File: config.mk
export PLATFORM = sky130hd
export DESIGN_NAME = dma_req_gen
export DESIGN_NICKNAME = d
export VERILOG_FILES = /design/src/rtl/dma_req_pkg.sv /design/src/rtl/dreq_ctrl_reg.sv /design/src/rtl/dreq_channel.sv /design/src/rtl/dreq_readback.sv /design/src/rtl/dma_req_gen.sv
export SDC_FILE = /design/constraint.sdc
export NUM_CORES = 1
export LEC_CHECK = 0
export ABC_AREA = 1
export BUFFER_PORTS_ARGS = -buffer_cell sky130_fd_sc_hd__buf_2
export CAP_MARGIN = 0
export CORE_MARGIN = 3
export CORE_UTILIZATION = 48
export CTS_BUF_LIST = sky130_fd_sc_hd__clkbuf_2
export DETAILED_ROUTE_END_ITERATION = 8
export PLACE_DENSITY = 0.87
export SETUP_SLACK_MARGIN = 0.02
export SKIP_CTS_REPAIR_TIMING = 1
export SYNTH_ARGS = -nofsm -noshare
export SYNTH_HDL_FRONTEND = slang
export SYNTH_SLANG_ARGS = --single-unit
File: constraint.sdc
create_clock -name clk_i -period 1.5 [get_ports clk_i]
set_input_delay 0.075 -clock clk_i [delete_from_list [all_inputs] [get_ports clk_i]]
set_output_delay 0.075 -clock clk_i [all_outputs]
set_load 0.02 [all_outputs]
File: src/rtl/dma_req_pkg.sv
package dma_req_pkg;
  typedef enum logic {
    MODE_LATCH = 1'b0,
    MODE_PULSE = 1'b1
  } req_mode_e;
endpackage

File: src/rtl/dreq_ctrl_reg.sv
module dreq_ctrl_reg
  import dma_req_pkg::*;
#(
  parameter int NUM_GRP  = 8,
  parameter int DATA_W   = 32,
  parameter int STAT_LSB = 16,
  parameter int MODE_POS = 31
) (
  input  logic               clk_i,
  input  logic               rst_ni,
  input  logic               wr_en_i,
  input  logic [DATA_W-1:0]  wr_data_i,
  input  logic [NUM_GRP-1:0] set_i,
  output logic [NUM_GRP-1:0] en_o,
  output logic [NUM_GRP-1:0] stat_o,
  output req_mode_e          mode_o
);
  logic [NUM_GRP-1:0] en_q, stat_q, w1c;
  req_mode_e          mode_q;

  assign w1c = wr_en_i ? wr_data_i[STAT_LSB +: NUM_GRP] : '0;

  always_ff @(posedge clk_i or negedge rst_ni) begin
    if (!rst_ni) begin
      en_q   <= '0;
      stat_q <= '0;
      mode_q <= MODE_LATCH;
    end else begin
      if (wr_en_i) begin
        en_q   <= wr_data_i[NUM_GRP-1:0];
        mode_q <= req_mode_e'(wr_data_i[MODE_POS]);
      end
      // set takes priority over write-1-to-clear
      stat_q <= (stat_q & ~w1c) | set_i;
    end
  end

  assign en_o   = en_q;
  assign stat_o = stat_q;
  assign mode_o = mode_q;
endmodule

File: src/rtl/dreq_channel.sv
module dreq_channel
  import dma_req_pkg::*;
(
  input  logic      clk_i,
  input  logic      rst_ni,
  input  req_mode_e mode_i,
  input  logic      raise_i,
  input  logic      ack_i,
  input  logic      pend_i,
  output logic      req_o
);
  logic req_q, seen_q, req_d, seen_d, drop;

  always_comb begin
    if (mode_i == MODE_PULSE) drop = ack_i;
    else                      drop = (seen_q | ack_i) & ~pend_i;
  end

  always_comb begin
    req_d  = req_q;
    seen_d = 1'b0;
    if (raise_i) begin
      req_d  = 1'b1;
      seen_d = 1'b0;
    end else if (req_q && drop) begin
      req_d  = 1'b0;
    end else if (req_q) begin
      seen_d = seen_q | ack_i;
    end
  end

  always_ff @(posedge clk_i or negedge rst_ni) begin
    if (!rst_ni) begin
      req_q  <= 1'b0;
      seen_q <= 1'b0;
    end else begin
      req_q  <= req_d;
      seen_q <= seen_d;
    end
  end

  assign req_o = req_q;
endmodule

File: src/rtl/dreq_readback.sv
module dreq_readback
  import dma_req_pkg::*;
#(
  parameter int NUM_GRP  = 8,
  parameter int DATA_W   = 32,
  parameter int STAT_LSB = 16,
  parameter int MODE_POS = 31
) (
  input  logic [NUM_GRP-1:0] en_i,
  input  logic [NUM_GRP-1:0] stat_i,
  input  req_mode_e          mode_i,
  output logic [DATA_W-1:0]  rd_data_o
);
  always_comb begin
    rd_data_o                        = '0;
    rd_data_o[NUM_GRP-1:0]           = en_i;
    rd_data_o[STAT_LSB +: NUM_GRP]   = stat_i;
    rd_data_o[MODE_POS]              = mode_i;
  end
endmodule

File: src/rtl/dma_req_gen.sv
module dma_req_gen
  import dma_req_pkg::*;
#(
  parameter int NUM_GRP  = 8,
  parameter int DATA_W   = 32,
  parameter int STAT_LSB = 16,
  parameter int MODE_POS = 31
) (
  input  logic               clk_i,
  input  logic               rst_ni,
  input  logic               wr_en_i,
  input  logic [DATA_W-1:0]  wr_data_i,
  output logic [DATA_W-1:0]  rd_data_o,
  input  logic [NUM_GRP-1:0] done_i,
  input  logic [NUM_GRP-1:0] pend_i,
  input  logic [NUM_GRP-1:0] ack_i,
  output logic [NUM_GRP-1:0] dma_req_o
);
  logic [NUM_GRP-1:0] en, stat, raise;
  req_mode_e          mode;

  assign raise = done_i & en;

  dreq_ctrl_reg #(
    .NUM_GRP(NUM_GRP), .DATA_W(DATA_W), .STAT_LSB(STAT_LSB), .MODE_POS(MODE_POS)
  ) u_ctrl (
    .clk_i(clk_i), .rst_ni(rst_ni), .wr_en_i(wr_en_i), .wr_data_i(wr_data_i),
    .set_i(raise), .en_o(en), .stat_o(stat), .mode_o(mode)
  );

  for (genvar g = 0; g < NUM_GRP; g++) begin : g_ch
    dreq_channel u_ch (
      .clk_i(clk_i), .rst_ni(rst_ni), .mode_i(mode), .raise_i(raise[g]),
      .ack_i(ack_i[g]), .pend_i(pend_i[g]), .req_o(dma_req_o[g])
    );
  end

  dreq_readback #(
    .NUM_GRP(NUM_GRP), .DATA_W(DATA_W), .STAT_LSB(STAT_LSB), .MODE_POS(MODE_POS)
  ) u_rb (
    .en_i(en), .stat_i(stat), .mode_i(mode), .rd_data_o(rd_data_o)
  );
endmodule

==> impl_metrics.toml <==
[routing]
drc = 0
viasPerCell = 4.37
drt_wl_total_mm = 3.90
wire_per_inst_um = 11.7
drt-pass1-iter-count = 4
antenna_left = 0
num_vias = 1451
drtIter0Drc = 49

[floorplan]
fp.dieH_um = 65.0
coreArea_um2 = 3180
boundaryPins = 99
fp.dieW_um = 65.0
die_area_um2 = 4230
start_util_pct = 52.6
fp-row-count = 20

[synth]
yosys.area.top_type_share_pct = 49.4
ys_seq_area_share_pct = 49.4
synth-seq-cells = 33
ys_warn_count = 0
syn_area_um2 = 1670
synth_area_leaders = "dfrtp_1 (49%), nand2_1 (15%), buf_4 (11%)"
synth_top_area_cell = "dfrtp_1"
synth_top_family_by_area = "simple AND/OR/NAND/NOR gates"
synth_area_per_cell_um2 = 9.04
synthSimpleGateAreaFrac_pct = 22.1
ys_types = 17
yosys.area_share.xor_xnor_pct = 0
synthMuxAreaShare_pct = 6.51
yosys.area_share.adder_pct = 0
synthesis.instances = 185
synth_compound_area_share_pct = 4.64

[critical_path]
setup.worst_path.class = "reg2reg"
cp.required_ns = 1.74
critPathCaptureType = "flop"
worst_ep_arrival_time_ns = 1.55
critPathMaxFanout = 4
start_kind = "flop"

[grt]
use_met3_pct = 6.07
use_met2_pct = 26.7
grt_pass1_vias = 1205
antenna_found_initial = 0
grt_pass1_wl_mm = 4.97
grt_max_degree = 34
grt_use_met1_pct = 17.7
overflow = 0
grt_usage_pct = 15.6
busiest_layer = "met2"

[finish]
final_cell_mix = "nand2_1 (69), buf_2 (68), dlygate4sd3_1 (40)"
syn2layout_area_growth_pct = 39.6
fillers = 255
fin_util_pct = 73.5
finalInstanceArea_um2 = 2340
fin_nets = 347
n_antenna_cell = 0
layout.cells.non_filler = 332
final_common_cell = "nand2_1"
drive_gt1_share_pct = 33.0

[timing]
fmaxAchievable_mhz = 767
finalCritPeriodShare_pct = 87.0
setup_viol = 0
rsz0062_at_grt = "false"
drv_slew = 0
tns_ns = 0
finalHoldViolCount = 1
finalCriticalPeriod_ns = 1.30
skew_ns = 0.0166
worst_slew_pin_slew_ns = 0.719
hold_ws_ns = -0.00192
setup_ws_ns = 0.196
slew_headroom_pct = 52.1

[flow_run]
cap_violations = 0

[cts]
numCtsBuffers = 5
cts.sinks = 33
h-tree-depth = 2
tritoncts = "yes"
root_buffer = "clkbuf_2"
cts_buffer_depth = 2
clk_pin_slew_ns = 0.15
clock_latency_ns = 0.36

[placement]
port_buffers = 68
place.detailed.hpwl_mm = 2.35
dp_slack_ns = 0.531
gp_congestion = 0.708
place_area_um2 = 1900
placed_cells = 285

[run_status]
status = "finished, violations left"
violations = "hold timing"

[power]
power_leakage_nw = 1.29
power.total_mw = 2.14
peakVddDrop_uv = 679
p_per_area_nw_per_um2 = 918

[min_path]
hp-class = "in2reg"
logic make-up (layout without fill, tap and decap cells):
logic type      Yosys count  after routing
simple gates             92             92
flops                    33             33
other cells               1             15
mux                       9              9
buf+inv                  42            131
compound gates            8              8
registers in the layout, summed over array words and instances, names as in the netlist:
name,flops
u_ctrl.stat_o,8
u_ctrl.mode_o,1
u_ctrl.en_o,8
g_ch.u_ch.req_o,8
g_ch.u_ch.seen_q,8
worst paths after layout:
kind / slack (ns) / startpoint / depth (start not counted) / end
worst max-delay path: 0.20 / u_ctrl.en_o[0] / 3 / u_ctrl.stat_o[0]
worst min-delay path: -0.002 / ack_i[6] / 4 / g_ch[6].u_ch.req_o
worst max register to register: 0.20 / u_ctrl.en_o[0] / 3 / u_ctrl.stat_o[0]
worst min register to register: 0.51 / u_ctrl.stat_o[5] / 2 / u_ctrl.stat_o[5]
max in group asynchronous: 0.75 / rst_ni / 2 / g_ch[0].u_ch.req_o
min in group asynchronous: 0.28 / rst_ni / 2 / g_ch[2].u_ch.req_o
per-layer routing:
metal / vias up / part of all wire (%)
li1: 727 / -
met1: 664 / 36
met2: 55 / 55
met3: 5 / 7.9
met4: 0 / 1.2
met5: - / 0
layout make-up:
type | count | area, um^2 | share of cell area, %
Clock inverter | 1 | 3.75 | 0.161
Sequential cell | 33 | 826 | 35.4
Inverter | 14 | 52.6 | 2.25
Tap cell | 44 | 55.1 | 2.36
Multi-Input combinational cell | 124 | 613 | 26.2
Clock buffer | 6 | 30.0 | 1.29
Timing Repair Buffer | 110 | 756 | 32.4
worst max-delay path, stage by stage (launching register included):
cell	delay (ns)
dfrtp_1	0.42
nand2_1	0.14
nand2_1	0.07
dlygate4sd3_1	0.55
power breakdown:
part	leakage, nW	switching, mW	internal (mW)
logic	0.862	0.394	0.309
registers	0.399	0.0594	1.00
clock network	0.0265	0.269	0.109
total	1.29	0.723	1.42
synthesized netlist by cell type:
master    count
mux2_2        7
inv_1        14
buf_12        1
buf_6         3
buf_4        24
conb_1        1
nand2_2       1
mux2_4        2
nor2_2        1
dfrtp_1      33
nor3_1        2
nand2_1      69
nand3_1       2
nor2_1       15
a21boi_2      6
nor2_4        2
o21ai_1       2
No activity file was read; power rests on OpenSTA's default activity.
